`src/rtl/wdg_pkg.sv`:
```
package wdg_pkg;

  // Bit positions in the control/cause register (software decodes these)
  localparam int unsigned POS_POR = 7;
  localparam int unsigned POS_WDT = 5;
  localparam int unsigned POS_EXT = 4;
  localparam int unsigned POS_SW  = 3;
  localparam int unsigned POS_CTL = 2;
  localparam int unsigned NCODES  = 4;

  typedef struct packed {
    logic por;
    logic wdt;
    logic ext;
    logic sw;
  } cause_t;

  function automatic int unsigned max4(input int unsigned a, input int unsigned b,
                                       input int unsigned c, input int unsigned d);
    int unsigned m;
    m = a;
    if (b > m) m = b;
    if (c > m) m = c;
    if (d > m) m = d;
    return m;
  endfunction

endpackage

```
`src/rtl/wdg_reset_sync.sv`:
```
module wdg_reset_sync #(
  parameter int unsigned STAGES = 2
) (
  input  logic clk,
  input  logic arst_n,
  output logic srst_n
);
  logic [STAGES-1:0] sync_q;
  logic [STAGES-1:0] sync_d;

  always_comb begin
    sync_d = {sync_q[STAGES-2:0], 1'b1};
  end

  always_ff @(posedge clk or negedge arst_n) begin
    if (!arst_n) sync_q <= '0;
    else         sync_q <= sync_d;
  end

  assign srst_n = sync_q[STAGES-1];
endmodule

```
`src/rtl/wdg_prescaler.sv`:
```
module wdg_prescaler #(
  parameter int unsigned WIDTH = 19
) (
  input  logic             clk,
  input  logic             rst_n,
  input  logic             adv,
  output logic [WIDTH-1:0] count
);
  logic [WIDTH-1:0] count_q;
  logic [WIDTH-1:0] count_d;

  always_comb begin
    count_d = count_q;
    if (adv) count_d = count_q + 1'b1;
  end

  always_ff @(posedge clk or negedge rst_n) begin
    if (!rst_n) count_q <= '0;
    else        count_q <= count_d;
  end

  assign count = count_q;
endmodule

```
`src/rtl/wdg_expiry.sv`:
```
module wdg_expiry
  import wdg_pkg::*;
#(
  parameter int unsigned MAIN_LOG [NCODES] = '{12, 14, 16, 19},
  parameter int unsigned SUB_LOG  [NCODES] = '{10, 13, 14, 15},
  parameter int unsigned MAIN_W = 19,
  parameter int unsigned SUB_W  = 15
) (
  input  logic              clk,
  input  logic              rst_n,
  input  logic              kick,
  input  logic [1:0]        code_in,
  input  logic              src_sel,
  input  logic [MAIN_W-1:0] main_cnt,
  input  logic [SUB_W-1:0]  sub_cnt,
  output logic              expire
);
  logic [NCODES-1:0] main_tap, sub_tap;
  logic [NCODES-1:0] main_prev_q, sub_prev_q;
  logic [NCODES-1:0] main_rise, sub_rise;
  logic              sel_rise;
  logic              run_q, run_d;
  logic [1:0]        code_q, code_d;
  logic [1:0]        cnt_q, cnt_d;
  logic              expire_q, expire_d;
  logic              unused_cnt;

  // One tap per code and per source, picked by parameter
  for (genvar g = 0; g < NCODES; g++) begin : g_taps
    assign main_tap[g] = main_cnt[MAIN_LOG[g]-1];
    assign sub_tap[g]  = sub_cnt[SUB_LOG[g]-1];
  end

  assign unused_cnt = ^{main_cnt, sub_cnt};

  // Every tap keeps its own history, so a code or source change gives no false edge
  assign main_rise = main_tap & ~main_prev_q;
  assign sub_rise  = sub_tap  & ~sub_prev_q;

  always_comb begin
    sel_rise = src_sel ? sub_rise[code_q] : main_rise[code_q];
  end

  always_comb begin
    run_d    = run_q | kick;
    code_d   = (kick && !run_q) ? code_in : code_q;
    cnt_d    = cnt_q;
    if (kick)                  cnt_d = 2'd0;
    else if (run_q && sel_rise) cnt_d = cnt_q + 2'd1;
    expire_d = run_q && !kick && sel_rise && (cnt_q == 2'd3);
  end

  always_ff @(posedge clk or negedge rst_n) begin
    if (!rst_n) begin
      main_prev_q <= '0;
      sub_prev_q  <= '0;
      run_q       <= 1'b0;
      code_q      <= 2'd0;
      cnt_q       <= 2'd0;
      expire_q    <= 1'b0;
    end else begin
      main_prev_q <= main_tap;
      sub_prev_q  <= sub_tap;
      run_q       <= run_d;
      code_q      <= code_d;
      cnt_q       <= cnt_d;
      expire_q    <= expire_d;
    end
  end

  assign expire = expire_q;

  // a request lasts one cycle
  a_r8_single_pulse: assert property (@(posedge clk) disable iff (!rst_n)
    expire_q |=> !expire_q);
  // an unarmed watchdog never requests
  a_r3_idle_quiet: assert property (@(posedge clk) disable iff (!rst_n)
    !run_q |-> !expire_q);
  // a service write restarts the count
  a_r5_kick_zeroes: assert property (@(posedge clk) disable iff (!rst_n)
    kick |=> (cnt_q == 2'd0));
  // once armed, the code does not move
  a_r6_code_held: assert property (@(posedge clk) disable iff (!rst_n)
    run_q |=> $stable(code_q));
endmodule

```
`src/rtl/wdg_cause_flags.sv`:
```
module wdg_cause_flags
  import wdg_pkg::*;
(
  input  logic   clk,
  input  logic   por_rst_n,
  input  logic   set_wdt,
  input  logic   set_sw,
  input  logic   ext_pin_n,
  input  logic   rd_clr,
  output cause_t flags
);
  logic [1:0] ext_sync_q;
  logic       ext_low;
  cause_t     flags_q, flags_d;

  assign ext_low = !ext_sync_q[1];

  always_comb begin
    flags_d = flags_q;
    if (rd_clr) flags_d = '0;
    // a new cause wins over a clearing read in the same cycle
    if (set_wdt) flags_d.wdt = 1'b1;
    if (set_sw)  flags_d.sw  = 1'b1;
    if (ext_low) flags_d.ext = 1'b1;
  end

  always_ff @(posedge clk or negedge por_rst_n) begin
    if (!por_rst_n) begin
      ext_sync_q <= 2'b11;
      flags_q    <= '{por: 1'b1, wdt: 1'b0, ext: 1'b0, sw: 1'b0};
    end else begin
      ext_sync_q <= {ext_sync_q[0], ext_pin_n};
      flags_q    <= flags_d;
    end
  end

  assign flags = flags_q;

  // a read with no competing cause empties the flags
  a_r2_read_clears: assert property (@(posedge clk) disable iff (!por_rst_n)
    (rd_clr && !set_wdt && !set_sw && !ext_low) |=> (flags_q == '0));
  // software request sets its flag
  a_r9_sw_sets: assert property (@(posedge clk) disable iff (!por_rst_n)
    set_sw |=> flags_q.sw);
  // the pin sets the external flag
  a_r10_ext_sets: assert property (@(posedge clk) disable iff (!por_rst_n)
    ext_low |=> flags_q.ext);
  // an expiry sets the watchdog flag
  a_r8_wdt_sets: assert property (@(posedge clk) disable iff (!por_rst_n)
    set_wdt |=> flags_q.wdt);
endmodule

```
`src/rtl/wdog_guard.sv`:
```
module wdog_guard
  import wdg_pkg::*;
#(
  parameter int unsigned MAIN_LOG [NCODES] = '{12, 14, 16, 19},
  parameter int unsigned SUB_LOG  [NCODES] = '{10, 13, 14, 15}
) (
  input  logic       clk,
  input  logic       por_n,
  input  logic       rst_n,
  input  logic       ext_pin_n,
  input  logic       src_sel,
  input  logic       sub_tick,
  input  logic       bus_sel,
  input  logic       bus_wr,
  input  logic       bus_addr,
  input  logic [7:0] bus_wdata,
  output logic [7:0] bus_rdata,
  output logic       wdt_rst_req,
  output logic       sw_rst_req
);
  localparam int unsigned MAIN_W = max4(MAIN_LOG[0], MAIN_LOG[1], MAIN_LOG[2], MAIN_LOG[3]);
  localparam int unsigned SUB_W  = max4(SUB_LOG[0], SUB_LOG[1], SUB_LOG[2], SUB_LOG[3]);

  logic              sys_arst_n, sys_rst_n, por_rst_n;
  logic [MAIN_W-1:0] main_cnt;
  logic [SUB_W-1:0]  sub_cnt;
  logic              acc_ctl, acc_swr;
  logic              kick, rd_clr, sw_hit;
  logic              sw_req_q, sw_req_d;
  logic              expire;
  cause_t            flags;
  logic              unused_wdata;

  assign sys_arst_n = rst_n & por_n;

  wdg_reset_sync u_sys_sync (.clk(clk), .arst_n(sys_arst_n), .srst_n(sys_rst_n));
  wdg_reset_sync u_por_sync (.clk(clk), .arst_n(por_n),      .srst_n(por_rst_n));

  // Register decode
  assign acc_ctl = bus_sel && !bus_addr;
  assign acc_swr = bus_sel &&  bus_addr;
  assign kick    = acc_ctl && bus_wr && !bus_wdata[POS_CTL];
  assign rd_clr  = acc_ctl && !bus_wr;
  assign sw_hit  = acc_swr && bus_wr && bus_wdata[0];
  assign unused_wdata = ^bus_wdata[7:3];

  always_comb begin
    bus_rdata = 8'h00;
    if (!bus_addr) begin
      bus_rdata[POS_POR]  = flags.por;
      bus_rdata[POS_WDT]  = flags.wdt;
      bus_rdata[POS_EXT]  = flags.ext;
      bus_rdata[POS_SW]   = flags.sw;
      bus_rdata[2:0]      = 3'b111;
    end
  end

  wdg_prescaler #(.WIDTH(MAIN_W)) u_main_ps (
    .clk(clk), .rst_n(sys_rst_n), .adv(1'b1), .count(main_cnt));

  wdg_prescaler #(.WIDTH(SUB_W)) u_sub_ps (
    .clk(clk), .rst_n(sys_rst_n), .adv(sub_tick), .count(sub_cnt));

  wdg_expiry #(
    .MAIN_LOG(MAIN_LOG), .SUB_LOG(SUB_LOG), .MAIN_W(MAIN_W), .SUB_W(SUB_W)
  ) u_expiry (
    .clk(clk), .rst_n(sys_rst_n), .kick(kick), .code_in(bus_wdata[1:0]),
    .src_sel(src_sel), .main_cnt(main_cnt), .sub_cnt(sub_cnt), .expire(expire));

  wdg_cause_flags u_flags (
    .clk(clk), .por_rst_n(por_rst_n), .set_wdt(expire), .set_sw(sw_hit),
    .ext_pin_n(ext_pin_n), .rd_clr(rd_clr), .flags(flags));

  always_comb begin
    sw_req_d = sw_hit;
  end

  always_ff @(posedge clk or negedge sys_rst_n) begin
    if (!sys_rst_n) sw_req_q <= 1'b0;
    else            sw_req_q <= sw_req_d;
  end

  assign sw_rst_req  = sw_req_q;
  assign wdt_rst_req = expire;

  // a software request pulse is backed by its flag
  a_r9_sw_flag: assert property (@(posedge clk) disable iff (!sys_rst_n || !por_rst_n)
    sw_req_q |-> flags.sw);
  // the low three bits of the cause register always read 1
  a_r1_low_ones: assert property (@(posedge clk) disable iff (!sys_rst_n)
    !bus_addr |-> (bus_rdata[2:0] == 3'b111));
endmodule

```
`config.mk`:
```
export PLATFORM = sky130hd
export DESIGN_NAME = wdog_guard
export DESIGN_NICKNAME = d
export VERILOG_FILES = /design/src/rtl/wdg_pkg.sv /design/src/rtl/wdg_reset_sync.sv /design/src/rtl/wdg_prescaler.sv /design/src/rtl/wdg_expiry.sv /design/src/rtl/wdg_cause_flags.sv /design/src/rtl/wdog_guard.sv
export SDC_FILE = /design/constraint.sdc
export NUM_CORES = 1
export LEC_CHECK = 0
export BUFFER_PORTS_ARGS = -buffer_cell sky130_fd_sc_hd__buf_2
export CORE_ASPECT_RATIO = 0.8
export CORE_MARGIN = 1.5
export CORE_UTILIZATION = 40
export CTS_CLUSTER_DIAMETER = 100
export DETAILED_ROUTE_END_ITERATION = 8
export MAX_ROUTING_LAYER = met4
export PLACE_DENSITY = 0.55
export SETUP_SLACK_MARGIN = 0.15
export SLEW_MARGIN = 20
export SYNTH_ARGS = -nofsm -noshare
export SYNTH_HDL_FRONTEND = slang
export SYNTH_HIERARCHICAL = 1
export SYNTH_SLANG_ARGS = --single-unit
```
`constraint.sdc`:
```
create_clock -name clk -period 1.9 [get_ports clk]
set_input_delay 0.57 -clock clk [delete_from_list [all_inputs] [get_ports clk]]
set_output_delay 0.57 -clock clk [all_outputs]
set_load 0.01 [all_outputs]
```
### Word level (Yosys, flattened, before mapping)

Cells that the tools add are included.

* flip-flop bits (word level): 59
* output and inout bits: 10
* word-level logic and storage cells: 61

* $add $sub $neg: 3
* magnitude comparators: 1
* equal/unequal tests: 2
* multiplexer cells: 13
* bitwise gates (word level): 6
* reduce and logical (&&, ||, !) cells: 20

Operators by type and width (number)
* 19-bit by 1-bit adder with 19-bit output (second input constant): 1
* 15-bit by 1-bit adder with 15-bit output (second input constant): 1
* 1-bit logical AND: 12
* 4-bit AND: 2
* 4-bit NOT: 2
* 1-bit two-way mux: 7
* 6-bit two-way mux: 1
* 2-bit nonzero test: 3
* 1-bit logical NOT: 5
* 1-bit binary-select mux with 2-bit select: 2
* 2-bit two-way mux: 2
* 2-bit by 3-bit less-than comparator with 1-bit output (second input constant): 1
* 3-bit two-way mux: 1
* 2-bit by 1-bit adder with 2-bit output (second input constant): 1
* 2-bit equality test (second input constant): 1
* 2-bit != test (second input constant): 1
* 1-bit AND: 1
* 1-bit OR: 1

### Depth between registers and ports, before layout

Gate-level depths: netlist (run 1).

* depth in word-level cells: 8
* depth in mapped cells: 5
* gate-level depth less buffers: 5

### Modules after synthesis

Netlist (run 1), hierarchy kept.

Modules (own cells, without submodules)
* wdg_prescaler at u_main_ps: times used 1, cells each 66, area an instance 815.8 µm², sequential area each 475.5 µm²
* wdg_prescaler at u_sub_ps: times used 1, cells each 54, area an instance 653.1 µm², sequential area each 375.4 µm²
* wdg_expiry: times used 1, cells each 39, area an instance 581.8 µm², sequential area each 350.3 µm²
* wdg_cause_flags: times used 1, cells each 12, area an instance 190.2 µm², sequential area each 153.9 µm²
* wdog_guard: times used 1, cells each 15, area an instance 130.1 µm², sequential area each 25.0 µm²
* wdg_reset_sync: times used 2, cells each 3, area an instance 53.8 µm², sequential area each 50.0 µm²

### Least setup slack after synthesis (run 1)

No wires, ideal clock.

* path type: register -> register
* start: register u_expiry.sub_prev_q[3]
* end: register u_expiry.cnt_q[0]
* library setup time: 0.125 ns
* arrival: 1.459 ns
* slack: 0.316 ns
* cell stages (with the launch flop): 5
* path buffers: 0
* path through: dfrtp_1 nand2b_1 mux4_2 o22ai_4 mux2_4

* cells in the longest elaborated chain, start to end: 7

RTL lines
* start: declaration: RTL line wdg_expiry.sv:19 `logic [NCODES-1:0] main_prev_q, sub_prev_q;`
* start signal: assignment: RTL line wdg_expiry.sv:63 `sub_prev_q <= sub_tap;`
* 4-bit NOT: RTL line wdg_expiry.sv:38 `assign sub_rise = sub_tap & ~sub_prev_q;`
* 4-bit AND: RTL line wdg_expiry.sv:38
* 1-bit binary-select mux with 2-bit select: RTL line wdg_expiry.sv:41 `sel_rise = src_sel ? sub_rise[code_q] : main_rise[code_q];`
* 1-bit two-way mux (not written as such): RTL line wdg_expiry.sv:41
* 1-bit two-way mux: RTL line wdg_expiry.sv:41
* 1-bit logical AND: RTL line wdg_expiry.sv:49 `else if (run_q && sel_rise) cnt_d = cnt_q + 2'd1;`
* 2-bit nonzero test (no source line)
* end signal: assignment: RTL line wdg_expiry.sv:66 `cnt_q <= cnt_d;`
* end: declaration: RTL line wdg_expiry.sv:24 `logic [1:0] cnt_q, cnt_d;`

No other way between the ends. The select of a mux whose other input is x is not followed.
A chain may end at the register's enable or synchronous reset.

### Worst setup path after layout (run 1)

* start: register u_flags.flags_q, in the netlist u_flags/flags[3]
* end: output port bus_rdata[7]

* cells in the longest elaborated chain, start to end: 1

RTL lines
* start: declaration: RTL line wdg_cause_flags.sv:14 `cause_t flags_q, flags_d;`
* start signal: assignment: RTL line wdg_cause_flags.sv:30 `flags_q <= '{por: 1'b1, wdt: 1'b0, ext: 1'b0, sw: 1'b0};`
* start signal: assignment: RTL line wdg_cause_flags.sv:33 `flags_q <= flags_d;`
* 1-bit two-way mux: RTL line wdog_guard.sv:49 `if (!bus_addr) begin`
* end: declaration: RTL line wdog_guard.sv:17 `output logic [7:0] bus_rdata,`

No other way between the ends.

==> impl_metrics.tcl, run 1 <==
set metrics [dict create \
    clock-sinks 59 \
    required_ns 1.33 \
    crit_path_end_kind "primary output" \
    fin_crit_sh_pct 87.1 \
    grt_max_degree 28 \
    relSlewSlack_pct 64.8 \
    synth_compound_area_share_pct 1.62 \
    ys_types 39 \
    cts_buffer_depth 2 \
    synth_top_family_by_area "simple AND/OR/NAND/NOR gates" \
    synth.area.mux_share_pct 4.64 \
    finalHoldViolCount 0 \
    rows 25 \
    synth_enable_flop_cells 0 \
    grt.overflow.total 0 \
    synthFlopType "dfrtp_1" \
    portBuffers 20 \
    drv_slew 0 \
    yosysWarningCount 6 \
    avgViaCountPerCell 4.46 \
    mostFrequentLayoutCell "dfrtp_1" \
    place.detailed.hpwl_um 2540 \
    ios 27 \
    start_kind "register" \
    fp.dieArea_sq_mm 0.00668 \
    clk_pin_slew_worst_paths_ns 0.06 \
    crit-reg2reg-launch "u_sub_ps/count[12]$_DFFE_PN0P_" \
    power_density_mw_per_mm2 1020 \
    core_area_sq_mm 0.00594 \
    ctsHoldBuffers 1 \
    cp_slowest_cell "dfstp_2" \
    syn_to_final_growth_pct 16.7 \
    outcome "finished, final reports clean" \
    slowest_delay_ns 0.52 \
    clk_latency_ns 0.33 \
    die_y_um 73.4 \
    clock_skew_ns 0.00761 \
    synthTopCellsByArea "dfrtp_1 57%, xnor2_1 7.1%, xor2_1 4.2%" \
    rsz0062_at_grt "false" \
    synthesis.area_sq_mm 0.00248 \
    synth_seq_area_share_pct 59.7 \
    path_buf_inv 1 \
    setup_violations 0 \
    grt_pass1_wl_um 6370 \
    clockRootBuffer "clkbuf_8" \
    critPathKind "register to primary output" \
    place.gp.congestion 0.720 \
    vias 1402 \
    layout.nets 248 \
    cts_tree "yes" \
    tightest_slew_ns 0.528 \
    post-place-ws_ns 0.114 \
    netlist.area_leader.share_pct 56.5 \
    postCtsSetupRepairBufs 0 \
    route.detailed.drc 0 \
    synth-seq-cells 59 \
    drive_gt1_share_pct 27.5 \
    final_cell_mix "55 x dfrtp_1, 20 x buf_2, 20 x xnor2_1, 16 x nand2_1, 12 x xor2_1" \
    synth_fa_ha_area_share_pct 1.51 \
    final_core_util_pct 48.7 \
    cts_buffers 9 \
    cpLargestDelayFamily "flip-flops" \
    grt_pass1_vias 1322 \
    yosysTopAreaCell "dfrtp_1" \
    grt_use_total_pct 13.1 \
    arrival_ns 1.08 \
    crit_chain "and2b_2 -> buf_2" \
    fmax_mhz 604 \
    dr.pass1.iters 4 \
    leakagePower_nw 1.37 \
    diodes 0 \
    yosys.area_share.simple_pct 19.2 \
    die_w_um 91.0 \
    final.setup.worst_slack_ns 0.246 \
    wl_per_cell_um 11.4 \
    path_max_fanout 2 \
    worst_ir_drop_vdd_mv 0.701 \
    maxCapViolCount 0 \
    netlist_instances 192 \
    fin_crit_ns 1.65 \
    htreeDepth 3 \
    syn_avg_cell_area_sq_um 12.9 \
    synth_xor_area_share_pct 11.3 \
    ctsResizeCount 0 \
    cp-startpoint "u_flags/flags[3]$_DFFE_PN1P_" \
    antenna_found_initial 0 \
    drt_iter0_markers 66 \
    start_util_pct 41.7 \
    final_antenna_net_count 0 \
    power.total_w 0.00294 \
    synthArstFlopShare_pct 100 \
    hold_class "register to async pin" \
    wl_um 3570 \
    timing.setup.tns_ns 0 \
]
## worst reg2reg max path, cell delays in order (launching register included)
cell	delay, ns
dfrtp_1	0.42
nand2b_1	0.07
mux4_2	0.50
o22ai_4	0.23
mux2_4	0.31
## path summary, 6_finish.rpt
| kind | depth (start not counted) | slack, ns | end |
|---|---|---|---|
| setup / recovery | 2 | 0.25 | bus_rdata[7] |
| hold / removal | 0 | 0.09 | u_flags/flags[2]$_DFFE_PN0P_ |
| setup reg to reg | 4 | 0.25 | u_expiry/cnt_q[0]$_DFFE_PN0P_ |
| hold reg to reg | 0 | 0.09 | u_flags/flags[2]$_DFFE_PN0P_ |
| max in group asynchronous | 3 | 1.06 | u_sys_sync/sync_q[1]$_DFF_PN0_ |
| min in group clk | 1 | 0.34 | u_flags/ext_sync_q[0]$_DFF_PN1_ |
## per-layer routing
metal | vias to the layer above | global-route usage, % | wire length (um) | part of all wire [%]
met1 | 673 | 18.5 | 1980 | 55
met5 | - | - | 0 | 0
met3 | 7 | 5.07 | 119 | 3.3
met4 | 0 | 6.77 | 55 | 1.5
li1 | 708 | - | - | -
met2 | 14 | 16.0 | 1420 | 40
## stage by stage
| step | hold slack, ns | cell area (sq um) | instances |
|---|---|---|---|
| 6_report | 0.0853 | 2890 | 314 |
| 5_1_grt | 0.107 | 2890 | 314 |
| 4_1_cts | 0.0956 | 2890 | 314 |
| 3_5_place_dp | 0.0899 | 2710 | 297 |
| 3_3_place_gp | 0.0931 | 2710 | 297 |
| 2_1_floorplan | 0.0654 | 2490 | 196 |
## cell usage after synthesis, drive strengths merged, types with 3 or more instances
cell	instances
buf	3
mux2	5
nand4	8
and4	4
conb	4
and2b	5
nor3	3
nor2	9
nand2	16
xor2	12
xnor2	20
nand3	7
ha	3
inv	3
and3	3
dfrtp	56
nand2b	10
dfstp	3
## registers in the layout (all words and copies together), names as in the netlist, 2 cells and up
register              flops
u_expiry/sub_prev_q       4
u_main_ps/count          19
u_expiry/main_prev_q      4
u_expiry/cnt_q            2
u_flags/ext_sync_q        2
u_flags/flags             4
u_expiry/code_q           2
u_sub_ps/count           15
u_por_sync/sync_q         2
u_sys_sync/sync_q         2
## cells by family (layout without fill, tap and decap cells)
| family | count (synthesis) | in the layout |
|---|---|---|
| XOR/XNOR | 32 | 32 |
| adder cells (fa/ha/maj) | 3 | 3 |
| buffers and inverters | 6 | 43 |
| flip-flops | 59 | 59 |
| AO/OA/AOI/OAI | 4 | 4 |
| multiplexers | 8 | 8 |
| AND/OR/NAND/NOR | 76 | 76 |
| other | 4 | 8 |
## report_power, final
part           internal (W)  switching [W]
combinational      0.000196       0.000145
clock              0.000541       0.000445
sequential          0.00143       0.000182
total               0.00217       0.000773
## area by class of cell
cell class | instances | area, sq um
clock buffers | 14 | 163
clock inverters | 2 | 10.0
fillers | 546 | 3050
inverters | 3 | 11.3
multi-input cells | 131 | 980
flip-flops and latches | 59 | 1480
well taps | 81 | 101
repair buffers | 24 | 145
No activity file was read; power rests on OpenSTA's default activity.
==> run 2, diff against run 1 <==
--- a/config.mk
+++ b/config.mk
@@ -9,11 +9,10 @@
 export CORE_ASPECT_RATIO = 0.8
 export CORE_MARGIN = 1.5
 export CORE_UTILIZATION = 40
-export CTS_CLUSTER_DIAMETER = 100
 export DETAILED_ROUTE_END_ITERATION = 8
 export MAX_ROUTING_LAYER = met4
 export PLACE_DENSITY = 0.55
-export SETUP_SLACK_MARGIN = 0.15
+export SETUP_SLACK_MARGIN = 0.5
 export SLEW_MARGIN = 20
 export SYNTH_ARGS = -nofsm -noshare
 export SYNTH_HDL_FRONTEND = slang
==> constraint.sdc (replaced) <==
create_clock -name clk -period 1.9 [get_ports clk]
set_input_delay 0.095 -clock clk [delete_from_list [all_inputs] [get_ports clk]]
set_output_delay 0.095 -clock clk [all_outputs]
set_load 0.01 [all_outputs]
==> run 2 against run 1 <==
Compared with the run above: first-iteration DRC count fell by 38%; core utilization rose by 4.9 points; sequential power barely moved; clock skew rose by 0.00066 ns; final cell count rose by 5.4%; highest routed layer unchanged; combinational power rose by 53%; sequential cell count did not move; global-route usage rose by 1.1 points; hold slack got worse by 0.031 ns.
==> impl_metrics.tcl, run 2 (same netlist as run 1, synthesis figures left out) <==
set metrics [dict create \
    grt.overflow.total 0 \
    rows 25 \
    grt_pass1_vias 1458 \
    clk_latency_ns 0.33 \
    setup_violations 0 \
    grt_max_degree 50 \
    tightest_slew_ns 0.607 \
    cp_slowest_cell "mux4_2" \
    die_w_um 91.0 \
    diodes 0 \
    combPwrFrac_pct 15.4 \
    layout.nets 265 \
    layoutNonFillerInstCount 331 \
    hold_class "primary input to register" \
    outcome "finished, final reports clean" \
    antenna_found_initial 0 \
    final_cell_mix "53 x dfrtp_1, 20 x buf_2, 19 x xnor2_1, 14 x buf_4, 14 x nand2_1" \
    core_area_sq_mm 0.00594 \
    fin_crit_ns 1.60 \
    mostFrequentLayoutCell "dfrtp_1" \
    grt_use_total_pct 14.2 \
    arrival_ns 1.81 \
    vias 1466 \
    clock-sinks 59 \
    leakagePower_nw 1.52 \
    place.gp.congestion 0.723 \
    path_max_fanout 2 \
    crit_chain "nand2b_4 -> mux4_2 -> o22ai_4 -> mux2_4" \
    wl_per_cell_um 11.8 \
    finalHoldViolCount 0 \
    relSlewSlack_pct 59.5 \
    wl_um 3910 \
    clock_skew_ns 0.00826 \
    syn_to_final_growth_pct 28.5 \
    fmax_mhz 623 \
    final_antenna_net_count 0 \
    seq_power_share_pct 47.7 \
    route.detailed.drc 0 \
    drv_slew 0 \
    worst_ir_drop_vdd_mv 0.853 \
    power_density_mw_per_mm2 1070 \
    cts_buffers 9 \
    start_kind "register" \
    p_clk_share_pct 37.0 \
    avgViaCountPerCell 4.43 \
    maxCapViolCount 0 \
    drive_gt1_share_pct 38.0 \
    dr.pass1.iters 4 \
    required_ns 2.11 \
    grt_pass1_wl_um 6950 \
    clockRootBuffer "clkbuf_8" \
    place.detailed.hpwl_um 2420 \
    die_y_um 73.4 \
    timing.setup.tns_ns 0 \
    placed_cells 297 \
    fin_crit_sh_pct 84.4 \
    cts_tree "yes" \
    ios 27 \
    crit_path_end_kind "register" \
    p_int_w 0.00248 \
    fp.dieArea_sq_mm 0.00668 \
    cts_buffer_depth 2 \
    htreeDepth 3 \
    start_util_pct 41.7 \
    critPathKind "register to register" \
    clk_pin_slew_worst_paths_ns 0.07 \
    rsz0062_at_grt "true" \
    largest_reg_flops 19 \
    p_sw_w 0.000927 \
    drt_iter0_markers 41 \
    portBuffers 20 \
    slowest_delay_ns 0.50 \
    swShare_pct 27.2 \
]
[run 2: changes by cell type in the layout (fill, tap and decap cells not counted), sizes merged]
cell         change
dlygate4sd3      +4
bufinv           +2
buf             +13
clkinvlp         +2
clkbuf           -5
inv              +1
[run 2: metal layers]
metal	part of all wire [%]	global-route usage [%]	wire length, um
met1	49	19.3	1910
met2	46	18.7	1790
met3	4.4	6.83	173
met4	0.84	4.17	33
met5	0	-	0
[run 2: worst paths after layout]
path / start / end / slack (ns) / depth (start not counted)
max: u_expiry/sub_prev_q[3]$_DFF_PN0_ / u_expiry/cnt_q[0]$_DFFE_PN0P_ / 0.30 / 4
min: sub_tick / u_sub_ps/count[0]$_DFFE_PN0P_ / 0.05 / 2
max reg2reg: u_expiry/sub_prev_q[3]$_DFF_PN0_ / u_expiry/cnt_q[0]$_DFFE_PN0P_ / 0.30 / 4
min reg2reg: u_por_sync/sync_q[1]$_DFF_PN0_ / u_flags/flags[1]$_DFFE_PN0P_ / 0.12 / 0
max in group asynchronous: u_sys_sync/sync_q[1]$_DFF_PN0_ / u_sub_ps/count[2]$_DFFE_PN0P_ / 1.11 / 1
min in group asynchronous: por_n / u_por_sync/sync_q[0]$_DFF_PN0_ / 0.08 / 2
[run 2: final cells by class]
type / count / area (sq um)
tap: 81 / 101
fill: 527 / 2760
multi-input combinational: 131 / 1090
timing repair buffer: 41 / 278
clock inverter: 7 / 101
inverter: 3 / 11.3
sequential: 59 / 1480
clock buffer: 9 / 124
[run 2: power by group through the flow]
stage | combinational (W) | sequential [W] | clock [W]
after floorplan | 0.000274 | 0.00161 | 0
after global placement | 0.000346 | 0.00163 | 0
after detailed placement | 0.000351 | 0.00163 | 0
after CTS | 0.000387 | 0.00161 | 0.00130
after global routing | 0.000593 | 0.00166 | 0.00138
final | 0.000522 | 0.00162 | 0.00126
[run 2: timing repair]
item | in CTS | in global routing
gates cloned | 0 | 0
buffers inserted | 6 | 7
hold buffers | 5 | 0
gates resized for setup | 5 | 21
endpoints found under the hold margin | 7 | 0
pin swaps | 5 | 11
endpoints found under the setup margin | 11 | 17
[run 2: worst max-delay path, delay by kind of cell (launching register included)]
family,cells,cell delay [ns]
and+or+nand+nor,1,0.12
muxes,2,0.82
DFF,1,0.36
AOI/OAI and AO/OA,1,0.18
[run 2: stage by stage]
| step | utilization (%) | cell area [sq um] | setup WS, ns | total power (W) | hold slack, ns |
|---|---|---|---|---|---|
| after floorplan | - | 2490 | 0.343 | 0.00188 | -0.201 |
| final | 53.6 | 3190 | 0.296 | 0.00340 | 0.0540 |
| after global routing | 53.6 | 3190 | 0.238 | 0.00363 | 0.0373 |
| after CTS | 51.0 | 3030 | 0.261 | 0.00330 | 0.0189 |
| after global placement | 45.4 | 2700 | 0.296 | 0.00197 | -0.113 |
| after detailed placement | 45.4 | 2700 | 0.270 | 0.00198 | -0.110 |
